$ cat src/rtl/srp_pkg.sv
package srp_pkg;
  typedef enum logic [1:0] {
    ST_IDLE = 2'd0,
    ST_SEND = 2'd1,
    ST_WAIT = 2'd2
  } srp_state_e;
endpackage

$ cat src/rtl/srp_timer.sv
module srp_timer #(
  parameter int LIMIT = 100,
  localparam int CW = $clog2(LIMIT + 1)
) (
  input  logic clk,
  input  logic rst,
  input  logic clear,
  input  logic run,
  input  logic tick,
  output logic expired
);
  logic [CW-1:0] cnt_q;

  always_ff @(posedge clk) begin
    if (rst) begin
      cnt_q <= '0;
    end else if (clear) begin
      cnt_q <= '0;
    end else if (run && tick && (cnt_q < CW'(LIMIT))) begin
      cnt_q <= cnt_q + 1'b1;
    end
  end

  assign expired = (cnt_q >= CW'(LIMIT));

  // saturating count never passes the limit
  a_r7_cnt_bounded: assert property (@(posedge clk) disable iff (rst)
    cnt_q <= CW'(LIMIT));

  // an accepted start leaves the count at zero
  a_r8_clear_zero: assert property (@(posedge clk) disable iff (rst)
    clear |=> (cnt_q == '0));

  // nothing advances the count while idle
  a_r8_idle_hold: assert property (@(posedge clk) disable iff (rst)
    (!run && !clear) |=> $stable(cnt_q));
endmodule

$ cat src/rtl/srp_fsm.sv
module srp_fsm
  import srp_pkg::*;
#(
  parameter int DW = 8,
  parameter logic [DW-1:0] CMD_BYTE = 8'h80,
  parameter logic [DW-1:0] READY_MASK = 8'h02
) (
  input  logic          clk,
  input  logic          rst,
  input  logic          start,
  input  logic          expired,
  output logic          tmr_clear,
  output logic [DW-1:0] cmd_data,
  output logic          cmd_valid,
  input  logic          cmd_ready,
  input  logic [DW-1:0] rsp_data,
  input  logic          rsp_valid,
  output logic          busy,
  output logic          done,
  output logic          success
);
  srp_state_e state_q;
  logic       rsp_ready_bit;

  assign rsp_ready_bit = |(rsp_data & READY_MASK);
  assign tmr_clear     = start && (state_q == ST_IDLE);

  always_ff @(posedge clk) begin
    if (rst) begin
      state_q   <= ST_IDLE;
      cmd_valid <= 1'b0;
      cmd_data  <= '0;
      busy      <= 1'b0;
      done      <= 1'b0;
      success   <= 1'b0;
    end else begin
      done <= 1'b0;
      case (state_q)
        ST_IDLE: begin
          if (start) begin
            state_q   <= ST_SEND;
            cmd_valid <= 1'b1;
            cmd_data  <= CMD_BYTE;
            busy      <= 1'b1;
            success   <= 1'b0;
          end
        end
        ST_SEND: begin
          if (cmd_ready) begin
            state_q   <= ST_WAIT;
            cmd_valid <= 1'b0;
          end
        end
        ST_WAIT: begin
          if (rsp_valid) begin
            if (rsp_ready_bit) begin
              state_q <= ST_IDLE;
              done    <= 1'b1;
              success <= 1'b1;
              busy    <= 1'b0;
            end else if (expired) begin
              state_q <= ST_IDLE;
              done    <= 1'b1;
              success <= 1'b0;
              busy    <= 1'b0;
            end else begin
              state_q   <= ST_SEND;
              cmd_valid <= 1'b1;
              cmd_data  <= CMD_BYTE;
            end
          end
        end
        default: begin
          state_q   <= ST_IDLE;
          cmd_valid <= 1'b0;
          busy      <= 1'b0;
        end
      endcase
    end
  end

  // an offered command is held steady under backpressure
  a_r3_hold_cmd: assert property (@(posedge clk) disable iff (rst)
    (cmd_valid && !cmd_ready) |=> (cmd_valid && $stable(cmd_data)));

  // after a handshake, no new command until a response arrives
  a_r4_one_rsp: assert property (@(posedge clk) disable iff (rst)
    (cmd_valid && cmd_ready) |=> !cmd_valid);

  // done is a single-cycle pulse
  a_r9_done_pulse: assert property (@(posedge clk) disable iff (rst)
    done |=> !done);

  // a start during a run neither ends nor restarts it
  a_r10_ignore_start: assert property (@(posedge clk) disable iff (rst)
    (busy && start) |=> (busy || done));
endmodule

$ cat src/rtl/status_ready_poller.sv
module status_ready_poller #(
  parameter int          DW         = 8,
  parameter logic [7:0]  LOAD_OP    = 8'h80,
  parameter logic [7:0]  STATUS_IDX = 8'h00,
  parameter logic [7:0]  READY_MASK = 8'h02,
  parameter int          TIMEOUT_MS = 100
) (
  input  logic          clk,
  input  logic          rst,
  input  logic          start,
  input  logic          ms_tick,
  output logic [DW-1:0] cmd_data,
  output logic          cmd_valid,
  input  logic          cmd_ready,
  input  logic [DW-1:0] rsp_data,
  input  logic          rsp_valid,
  output logic          busy,
  output logic          done,
  output logic          success
);
  localparam logic [DW-1:0] CMD_BYTE = DW'(LOAD_OP | STATUS_IDX);
  localparam logic [DW-1:0] MASK     = DW'(READY_MASK);

  logic tmr_clear;
  logic tmr_expired;

  srp_timer #(.LIMIT(TIMEOUT_MS)) u_timer (
    .clk     (clk),
    .rst     (rst),
    .clear   (tmr_clear),
    .run     (busy),
    .tick    (ms_tick),
    .expired (tmr_expired)
  );

  srp_fsm #(.DW(DW), .CMD_BYTE(CMD_BYTE), .READY_MASK(MASK)) u_fsm (
    .clk       (clk),
    .rst       (rst),
    .start     (start),
    .expired   (tmr_expired),
    .tmr_clear (tmr_clear),
    .cmd_data  (cmd_data),
    .cmd_valid (cmd_valid),
    .cmd_ready (cmd_ready),
    .rsp_data  (rsp_data),
    .rsp_valid (rsp_valid),
    .busy      (busy),
    .done      (done),
    .success   (success)
  );

  // a successful finish follows a response carrying the ready bit
  a_r5_success_src: assert property (@(posedge clk) disable iff (rst)
    (done && success) |-> $past(rsp_valid && ((rsp_data & MASK) != '0)));

  // nothing is pending or reported after reset
  a_r1_reset_quiet: assert property (@(posedge clk)
    $past(rst) |-> (!busy && !done && !cmd_valid));
endmodule

$ cat config.mk
export PLATFORM = sky130hd
export DESIGN_NAME = status_ready_poller
export DESIGN_NICKNAME = d
export VERILOG_FILES = /design/src/rtl/srp_pkg.sv /design/src/rtl/srp_timer.sv /design/src/rtl/srp_fsm.sv /design/src/rtl/status_ready_poller.sv
export SDC_FILE = /design/constraint.sdc
export NUM_CORES = 1
export LEC_CHECK = 0
export ABC_AREA = 1
export BUFFER_PORTS_ARGS = -buffer_cell sky130_fd_sc_hd__buf_2
export CORE_MARGIN = 5
export CORE_UTILIZATION = 26
export CTS_CLUSTER_DIAMETER = 150
export DETAILED_ROUTE_END_ITERATION = 16
export PLACE_DENSITY = 0.54
export SYNTH_ARGS = -nofsm -noshare
export SYNTH_HDL_FRONTEND = slang
export SYNTH_SLANG_ARGS = --single-unit
export TNS_END_PERCENT = 5
$ cat constraint.sdc
create_clock -name clk -period 1.6 [get_ports clk]
set_input_delay 0.24 -clock clk [delete_from_list [all_inputs] [get_ports clk]]
set_output_delay 0.24 -clock clk [all_outputs]
set_load 0.05 [all_outputs]
==> run metrics, run 1 <==
Buf/Inv on CP 1; Synth top area share a little over a third; net total in the final layout about 140; Netlist cell types 22; Core ar. ~3000 um2; Synth Area in Adders around 3.2%; via/cell ratio 4.144; status complete, no violations; Worst Setup End Kind output pin; Die ar. ~4200 um2; Die H between 60 and 70 um; Top FF cell, synth dfxtp_1; WS Path Type reg2out; initial drt markers 5; fin crit period approximately 1.1 ns; Min-Delay Path Depth 2; clock sink count 14; setup tns final 0 ns; RR Endpoint u_timer.cnt_q[6]$_SDFFE_PP0P_; CP top delay family flip-flops; count leader, synth nand2_1; initial antenna violation count 0; Slew Viols, Final 0; sequential fraction of the synthesis area a little over a third; num rows 20; port buffer count 11; Power Density about 1000 nW/um2; routed len/inst 8.625 um; Leakage between 0.4 and 0.5 nW; CTS Hold Bufs 0; Worst Hold Path EP u_fsm.cmd_valid$_SDFFE_PP0P_; Max Freq roughly 0.88 GHz; Max stage delay on crit path 0.35 ns; Die Span X approximately 65 um; H-tree Lvls 1; CP startpoint kind register; Post-CTS Setup Bufs 0; first-pass GRT wire length about 2400 um; warning count from the yosys run 0; Worst Skew ~0.0034 ns; CTS Buf Count 3; drt first pass iters 3; synth cell count leaders 27 x nand2_1, 20 x inv_1, 14 x dfxtp_1, 10 x a21oi_1, 7 x buf_4; Post-Synth XOR/XNOR Area 0%; DRC Markers 0; largest net degree at the start of global routing 9; worst-path cell chain buf_2; Critical path origin u_fsm.busy$_SDFFE_PP0P_; Clock Pin Slew Worst Setup and Hold Paths approximately 0.090 ns; Yosys reg bits 14; # resized after CTS 0; compound-gate portion of the synthesized area about 11%; Final Power ~900 uW; Max-Cap Viols 0; initial core utilization about a quarter; Synth async-reset ratio 0%; post-detail-place hpwl about 1200 um; CTS tree yes; I/O Pins 26; hold_sp rst; Required @ worst endpoint about 1.4 ns; Total Wirelength between 1000 and 1500 um; top post-synthesis cells by area dfxtp_1 36%, nand2_1 13%, inv_1 9.6%, buf_4 6.7%, a21oi_1 6.4%; final hold vios 0; HP Class in2reg; Post-Synthesis Cells 114; Post-Synth Simple-Gate Area around 31%; R2R Path Start u_timer.cnt_q[0]$_SDFFE_PP0P_; gr ovfl total 0; largest family of logic cells by synthesized area simple AND/OR/NAND/NOR gates; mux cell area share after synthesis 0%; vias in the first global route ~630; R2R setup slack ~0.49 ns; largest area contributor in the netlist dfxtp_1; Setup violations, final 0; RSZ-0062 raised after global routing no; Reg2Reg Depth 5; cell with the largest stage delay on the worst path dfxtp_1; All-Layer GR Usage roughly 7.1%; GPL Wtd Cong about 0.8; CTS root buf clkbuf_4; final worst-path cycle share a little over two thirds; Arr. time, crit path 0.89 ns; Synth Area per Inst 6.860 um2; number of synthesized flops with an enable pin 0; area of the mapped netlist just under 800 um2; VDD IR max between 400 and 500 uV; Ant. Diodes 0; Max clock buf depth 2; Syn-to-layout area delta 12.48%; fraction of layout cells with a size suffix above 1 around 22%; CP max FO 3; vias about 660; Worst-Skew Late Latency ~0.27 ns; Routed Antenna Nets 0
==> registers in the layout (all words and copies together) (netlist names) <==
register         cells
u_fsm.state_q        2
u_fsm.cmd_valid      1
u_fsm.cmd_data       1
u_fsm.success        1
u_timer.cnt_q        7
u_fsm.done           1
u_fsm.busy           1
==> worst reg2reg max path, delay by kind of cell (launching register included) <==
| kind | cells | cell delay, ns |
|---|---|---|
| adder cells (fa/ha/maj) | 1 | 0.20 |
| AND/OR/NAND/NOR | 3 | 0.35 |
| AO/OA/AOI/OAI | 1 | 0.12 |
| flip-flops | 1 | 0.38 |
==> metal layers <==
layer | GRT usage (%) | wire length, um | up-vias
met5 | 0 | 0 | -
met4 | 3.166 | 0 | 0
met3 | 1.560 | 68 | 0
met2 | 12.77 | 694 | 10
met1 | 8.008 | 617 | 293
li1 | - | - | 360
==> cell families (layout without fill, tap and decap cells) <==
kind of cell | after synthesis | count (layout)
flops | 14 | 14
fa+ha+maj | 2 | 2
other cells | 1 | 7
simple gates | 51 | 51
compound gates | 16 | 16
buf+inv | 30 | 37
==> stage by stage <==
step	area [um2]	util (%)	setup WS [ns]	cells	hold WS (ns)
floorplan	804.5	-	0.3387	120	0.3931
finish	879.6	29.54	0.4693	160	0.2161
global route	879.6	29.54	0.3623	160	0.2043
global placement	843.3	28.32	0.5036	156	0.4399
CTS	879.6	29.54	0.4460	160	0.2144
detailed placement	843.3	28.32	0.4987	156	0.4565
==> worst max-delay path by stage <==
stage | slack [ns] | depth (start not counted) | endpoint
after floorplan | 0.34 | 7 | u_timer.cnt_q[2]$_SDFFE_PP0P_
after global placement | 0.50 | 8 | u_timer.cnt_q[2]$_SDFFE_PP0P_
after detailed placement | 0.50 | 5 | u_timer.cnt_q[6]$_SDFFE_PP0P_
after CTS | 0.45 | 1 | busy
after global routing | 0.36 | 8 | u_timer.cnt_q[2]$_SDFFE_PP0P_
final | 0.47 | 1 | busy
==> where the power goes <==
group	switching [mW]	total, mW	internal [mW]
registers	0.0186	0.394	0.375
clock network	0.112	0.250	0.138
logic	0.188	0.251	0.0632
==> cell usage in the layout, fill, tap and decap left out, types with 2 or more instances in the layout <==
cell and instances:
nand2_2 5, nor2_2 3, nand4_1 2, nor2_1 6, inv_1 20, buf_2 11, conb_1 7, clkbuf_4 3
nand2_1 27, ha_1 2, dfxtp_1 14, nand3_1 4, o21ai_0 3, a21oi_2 2, a21oi_1 10
==> cell type report <==
| cell class | instances | area (um2) |
|---|---|---|
| flip-flops and latches | 14 | 280.3 |
| inverters | 22 | 85.08 |
| clock buffers | 4 | 36.28 |
| repair buffers | 11 | 55.05 |
| multi-input cells | 76 | 381.6 |
| fillers | 336 | 2098 |
| well taps | 33 | 41.29 |
Power figures use the tool's default switching activity.
==> run 2, diff against run 1 <==
Settings changed: ABC_AREA 1 to 0.
Clock period 1.6 ns to 1.15 ns, I/O delays scaled along.
==> run 2 against run 1 <==
- the flow now finishes with violations (negative setup slack)
- global-route usage grew 1.5 points
- final cell count is 8.1% lower
- final area grew 13%
- critical path type is now reg2reg
==> run metrics, run 2 <==
I/O Pins 26 (unchanged); All-Layer GR Usage 8.663% (was 7.138%); largest area contributor in the netlist dfxtp_1 (unchanged); fin crit period about 1.3 ns; Top FF cell, synth dfxtp_1 (unchanged); area of the mapped netlist 762.0 um2 (was 782.0 um2); Required @ worst endpoint 1.33 ns (was 1.36 ns); initial drt markers 19 (was 5); met1 wire length 720 um (was 617 um); Die ar. 4113 um2 (was 4204 um2); hold_sp rst (unchanged); initial antenna violation count 0 (unchanged); Max-Cap Viols 0 (unchanged); Top reg by flops u_timer.cnt_q (unchanged); Setup violations, final 11 (was 0); count leader, synth dfxtp_1 (was nand2_1); vias in the first global route 692 (was 633); port buffer count 11 (unchanged); Synth Area per Inst 8.659 um2 (was 6.860 um2); highest routing layer actually used met3 (unchanged); Cells after DPL 143 (was 156); Filler cells 302 (was 336); CP startpoint kind register (unchanged); Reg2Reg Depth 4 (was 5); non-filler cells, final 147 (was 160); routed len/inst 11.24 um (was 8.625 um); top post-synthesis cells by area dfxtp_1 37%, buf_4 6.9%, xnor2_1 5.7%, nor2_1 4.9%, a21oi_1 3.9% (was dfxtp_1 36%, nand2_1 13%, inv_1 9.6%, buf_4 6.7%, a21oi_1 6.4%); routed length on met2 832 um (was 694 um); Worst Skew 0.008701 ns (was 0.003437 ns); GPL Wtd Cong 0.8852 (was 0.7992); Power Density 1127 nW/um2 (was 1018 nW/um2); Max clock buf depth 2 (unchanged); synth cell count leaders 14 x dfxtp_1, 10 x nor2_1, 8 x nand2_1, 7 x buf_4, 6 x a21oi_1 (was 27 x nand2_1, 20 x inv_1, 14 x dfxtp_1, 10 x a21oi_1, 7 x buf_4); Leakage 0.4046 nW (was 0.4230 nW); Slew Viols, Final 0 (unchanged); Worst Setup End Kind register (was output pin); fraction of layout cells with a size suffix above 1 37.07% (was 22.05%); CP max FO 8 (was 3); commonest non-fill, non-tap cell in the layout buf_4 (was nand2_1); Yosys reg bits 14 (unchanged); Netlist cell types 30 (was 22); via/cell ratio 4.571 (was 4.144); Ant. Diodes 0 (unchanged); worst-case hold slack 0.1442 ns (was 0.2161 ns); Regs by FF count u_timer.cnt_q: 7 flops, u_fsm.state_q: 2 flops (unchanged); WS Path Type reg2reg (was reg2out); WL met3 100 um (was 68 um); CTS Buf Count 3 (unchanged); Die Span X 64.14 um (was 64.84 um); largest net degree at the start of global routing 9 (unchanged); post-detail-place hpwl 1327 um (was 1162 um); Max Freq between 0.7 and 0.8 GHz; commonest non-fill, non-tap cells in the layout 16 x buf_4, 11 x buf_2, 10 x nor2_1 (was 27 x nand2_1, 20 x inv_1, 14 x dfxtp_1); Worst Hold Path EP u_fsm.cmd_valid$_SDFFE_PP0P_ (unchanged); Routed Antenna Nets 0 (unchanged); Synth async-reset ratio 0% (unchanged); Final Power 1.119 mW (was 895.4 uW); warning count from the yosys run 0 (unchanged); Syn-to-layout area delta 30.21% (was 12.48%); Arr. time, crit path 1.44 ns (was 0.89 ns); Post-Synthesis Cells 88 (was 114); DP Area 943.4 um2 (was 843.3 um2); initial core utilization 27.40% (was 26.26%); clock sink count 14 (unchanged); final worst-path cycle share 109.7%; H-tree Lvls 1 (unchanged); Synth top area share 36.78% (was 35.84%); RSZ-0062 raised after global routing yes (was no); vias 672 (was 663); VDD IR max 718.3 uV (was 414.5 uV); gr ovfl total 0 (unchanged); Core ar. 2781 um2 (was 2978 um2); Min-Delay Path Depth 2 (unchanged); R2R setup slack -0.11 ns (was 0.49 ns); Largest register FFs 7 (unchanged); Total Wirelength 1653 um (was 1380 um); RR Endpoint u_fsm.cmd_valid$_SDFFE_PP0P_ (was u_timer.cnt_q[6]$_SDFFE_PP0P_); number of synthesized flops with an enable pin 0 (unchanged); Clock Pin Slew Worst Setup and Hold Paths 0.09 ns (about the same); Finished Cell Area 992.2 um2 (was 879.6 um2); HP Class in2reg (unchanged); drt first pass iters 4 (was 3); first-pass GRT wire length 2898 um (was 2387 um); post-route setup slack -0.1119 ns (was 0.4693 ns); DRC Markers 0 (unchanged); CTS root buf clkbuf_4 (unchanged); Die H 64.14 um (was 64.84 um); R2R Path Start u_timer.cnt_q[2]$_SDFFE_PP0P_ (was u_timer.cnt_q[0]$_SDFFE_PP0P_); CTS tree yes (unchanged); status complete, but fails checks (was complete, no violations); net total in the final layout 133 (was 144); final hold vios 0 (unchanged); num rows 19 (was 20); sequential fraction of the synthesis area 36.78% (was 35.84%); Worst-Skew Late Latency 0.28 ns (was 0.27 ns); failing checks negative setup slack
==> run 2: layer usage <==
metal  global-route usage, %  up-vias
met3                   4.553        0
met1                   9.660      311
li1                        -      343
met2                   14.70       18
met4                   1.781        0
met5                       0        -
==> run 2: area by class of cell <==
| cell class | instances | area [um2] | area share, % |
|---|---|---|---|
| clock buffers | 4 | 26.28 | 2.648 |
| inverters | 4 | 15.01 | 1.513 |
| multi-input cells | 67 | 447.9 | 45.15 |
| flip-flops and latches | 14 | 289.0 | 29.13 |
| well taps | 31 | 38.79 | 3.909 |
| repair buffers | 27 | 175.2 | 17.65 |
==> run 2: critical path, stage by stage (launching register included) <==
cell      delay, ns
dfxtp_2        0.33
o311a_4        0.43
nor2_8         0.11
mux2i_1        0.21
a211oi_2       0.08
==> run 2: what timing repair did <==
item / CTS / global route
buffers inserted: 0 / 0
hold buffers: 0 / 0
endpoints found under the setup margin: 11 / 13
pin swaps: 5 / 2
resized for setup: 4 / 2
==> run 2: metrics by stage <==
| stage | setup slack [ns] | setup TNS (ns) | util [%] |
|---|---|---|---|
| after global routing | -0.1905 | -1.660 | 35.67 |
| final | -0.1119 | -0.7244 | 35.67 |
| after global placement | -0.1335 | -0.6777 | 33.92 |
| after floorplan | -0.1064 | -0.6192 | - |
| after CTS | -0.1241 | -0.8360 | 35.49 |
| after detailed placement | -0.1344 | -0.8664 | 33.92 |
==> run 2: how the worst max path moves through the flow <==
stage                                   from                      endpoint  slack (ns)  cells after the start
5_1_grt        u_timer.cnt_q[2]$_SDFFE_PP0P_    u_fsm.success$_SDFFE_PP0P_       -0.19                      4
6_report       u_timer.cnt_q[2]$_SDFFE_PP0P_  u_fsm.cmd_valid$_SDFFE_PP0P_       -0.11                      4
4_1_cts        u_timer.cnt_q[2]$_SDFFE_PP0P_  u_fsm.cmd_valid$_SDFFE_PP0P_       -0.12                      4
2_1_floorplan  u_timer.cnt_q[3]$_SDFFE_PP0P_  u_fsm.cmd_valid$_SDFFE_PP0P_       -0.11                      4
3_3_place_gp   u_timer.cnt_q[3]$_SDFFE_PP0P_  u_fsm.cmd_valid$_SDFFE_PP0P_       -0.13                      4
3_5_place_dp   u_timer.cnt_q[3]$_SDFFE_PP0P_  u_fsm.cmd_valid$_SDFFE_PP0P_       -0.13                      4
==> run 2: cells by family (layout without fill, tap and decap cells) <==
logic type / count (synthesis) / after routing / share of synthesized area [%]
and+or+nand+nor: 35 / 35 / 26.77
muxes: 1 / 1 / 1.314
DFF: 14 / 14 / 36.78
adders and majority gates: 2 / 2 / 3.284
AOI/OAI and AO/OA: 17 / 17 / 15.76
other: 1 / 7 / 0.4921
buffers and inverters: 13 / 35 / 9.851
xor gates and xnor gates: 5 / 5 / 5.747
==> run 2: report_power, final <==
part | leakage [nW] | switching [mW] | total, mW | internal (mW)
logic | 0.273 | 0.191 | 0.289 | 0.0981
clock network | 0.0150 | 0.169 | 0.303 | 0.135
registers | 0.116 | 0.0176 | 0.527 | 0.509
==> run 3, diff against run 2 <==
Settings changed: ABC_AREA 0 to 1.
==> run 3 against run 2 <==
- first-iteration DRC count fell by 58%
- critical endpoint unchanged
- largest cell class unchanged
- global-route usage fell by 1.1 points
- critical path type unchanged
- die area rose by 2.2%
- the flow now finishes without violations
- largest power group unchanged
- highest routed layer unchanged
- clock skew fell by 0.0065 ns
==> run metrics, run 3 (synthesis results as in run 1) <==
first-pass GRT wire length 2504 um (was 2898 um); CTS Buf Count 3 (unchanged); HP Class in2reg (unchanged); Die ar. 4204 um2 (was 4113 um2); RSZ-0062 raised after global routing yes (unchanged); Largest register FFs 7 (unchanged); initial core utilization 26.26% (was 27.40%); CTS root buf clkbuf_4 (unchanged); CP max FO 4 (was 8); fraction of layout cells with a size suffix above 1 37.88% (was 37.07%); VDD IR max 684.9 uV (was 718.3 uV); Comb power frac 31.0% (was 25.8%); initial drt markers 8 (was 19); clock share of power 26.2% (was 27.1%); routed len/inst 8.855 um (was 11.24 um); sequential share of power 42.8% (was 47.1%); CP startpoint kind register (unchanged); Arr. time, crit path 1.31 ns (was 1.44 ns); GPL Wtd Cong 0.7832 (was 0.8852); sequential standard cell area 289.0 um2 (unchanged); num rows 20 (was 19); CTS tree yes (unchanged); commonest non-fill, non-tap cells in the layout 25 x nand2_1, 19 x inv_1, 11 x buf_2 (was 16 x buf_4, 11 x buf_2, 10 x nor2_1); Regs by FF count u_timer.cnt_q: 7 flops, u_fsm.state_q: 2 flops (unchanged); Max clock buf depth 2 (unchanged); initial antenna violation count 0 (unchanged); Total Wirelength 1461 um (was 1653 um); Ant. Diodes 0 (unchanged); gr ovfl total 0 (unchanged); Worst Setup End Kind register (unchanged); port buffer count 11 (unchanged); Routed Antenna Nets 0 (unchanged); drt first pass iters 3 (was 4); Sw Ratio 36.06% (was 33.70%); Max-Cap Viols 0 (unchanged); Leakage 0.4550 nW (was 0.4046 nW); final worst-path cycle share 95.79% (was 109.7%); vias in the first global route 665 (was 692); commonest non-fill, non-tap cell in the layout nand2_1 (was buf_4); Max Freq 0.9078 GHz (was 0.7925 GHz); Cells after DPL 160 (was 143); net total in the final layout 149 (was 133); DRC Markers 0 (unchanged); Core ar. 2978 um2 (was 2781 um2); Setup violations, final 0 (was 11); largest net degree at the start of global routing 9 (unchanged); I/O Pins 26 (unchanged); Slew Viols, Final 0 (unchanged); Worst-Skew Late Latency 0.27 ns (was 0.28 ns); post-detail-place hpwl 1207 um (was 1327 um); via/cell ratio 4.218 (was 4.571); Top reg by flops u_timer.cnt_q (unchanged); post-route setup slack 0.04847 ns (was -0.1119 ns); pre-CTS setup slack 0.04476 ns (was -0.1344 ns); final core occ 32.56% (was 35.67%); non-filler cells, final 165 (was 147); WS Path Type reg2reg (unchanged); Filler cells 326 (was 302); CTS Hold Bufs 0 (unchanged); Power Density 1340 nW/um2 (was 1127 nW/um2); Worst Skew 0.002199 ns (was 0.008701 ns); vias 696 (was 672); clock sink count 14 (unchanged); status complete, no violations (was complete, but fails checks); switching power 468.6 uW (was 376.9 uW); area used by multi-input combinational logic 425.4 um2 (was 447.9 um2); Required @ worst endpoint 1.36 ns (was 1.33 ns); Die H 64.84 um (was 64.14 um); H-tree Lvls 1 (unchanged); Die Span X 64.84 um (was 64.14 um); final hold vios 0 (unchanged); All-Layer GR Usage 7.528% (was 8.663%); Syn-to-layout area delta 24.00% (was 30.21%); Clock Pin Slew Worst Setup and Hold Paths 0.08 ns (was 0.09 ns); P_int 830.9 uW (was 741.6 uW); fin crit period 1.102 ns (was 1.262 ns)
run 3: cell count changes in the layout (fill, tap and decap cells not counted), moves of 4 or more:
cell,change
nand2_2,+7
nor2_1,-7
xnor2_1,-5
nor2_2,+4
inv_1,+15
nand2_1,+17
buf_4,-11
run 3: layout make-up:
cell class / count / share of cell area [%]
tap: 33 / 4.258
clock buffer: 4 / 3.742
sequential: 14 / 29.81
inverter: 22 / 8.774
multi-input combinational: 76 / 43.87
timing repair buffer: 16 / 9.548
run 3: what timing repair did:
item / 4_1_cts / 5_1_grt
buffers inserted: 0 / 1
endpoints found under the setup margin: 0 / 10
gates resized for setup: 0 / 20
run 3: routing by layer:
| metal | up-vias | share of wire (%) | GRT usage, % |
|---|---|---|---|
| li1 | 371 | - | - |
| met1 | 315 | 44 | 8.613 |
| met2 | 10 | 52 | 13.03 |
| met3 | 0 | 3.0 | 1.560 |
| met4 | 0 | 0 | 3.958 |
| met5 | - | 0 | 0 |
run 3: worst max-delay path, cell delays in order (launching register included):
cell	delay, ns
dfxtp_2	0.34
inv_1	0.11
nor2_4	0.06
nand2_2	0.07
nand2_2	0.07
nor2_4	0.16
nand3_4	0.10
a21oi_2	0.13
run 3: path summary, 6_finish.rpt:
| path | startpoint | endpoint | slack, ns | cells past startpoint |
|---|---|---|---|---|
| setup / recovery | u_fsm.state_q[1]$_SDFFE_PP0P_ | u_fsm.cmd_valid$_SDFFE_PP0P_ | 0.05 | 7 |
| hold / removal | cmd_ready | u_fsm.state_q[0]$_SDFFE_PP0P_ | 0.18 | 4 |
| setup reg to reg | u_fsm.state_q[1]$_SDFFE_PP0P_ | u_fsm.cmd_valid$_SDFFE_PP0P_ | 0.05 | 7 |
| hold reg to reg | u_fsm.cmd_data[7]$_SDFFE_PP0P_ | u_fsm.cmd_data[7]$_SDFFE_PP0P_ | 0.46 | 2 |
run 3: per-stage QoR:
step           hold slack, ns  area (um2)  setup TNS, ns  total power, mW
2_1_floorplan          0.3256       805.8              0           0.8670
3_3_place_gp           0.4387       874.6              0           0.9135
3_5_place_dp           0.4448       874.6              0           0.9159
4_1_cts                0.1516       910.9              0            1.271
5_1_grt                0.1671       969.7        -0.1239            1.391
6_report               0.1780       969.7              0            1.300
run 3: power groups by stage:
| stage | combinational, mW | sequential, mW | clock [mW] |
|---|---|---|---|
| 2_1_floorplan | 0.235 | 0.632 | 0 |
| 3_3_place_gp | 0.353 | 0.560 | 0 |
| 3_5_place_dp | 0.356 | 0.560 | 0 |
| 4_1_cts | 0.357 | 0.549 | 0.364 |
| 5_1_grt | 0.444 | 0.563 | 0.384 |
| 6_report | 0.402 | 0.556 | 0.341 |
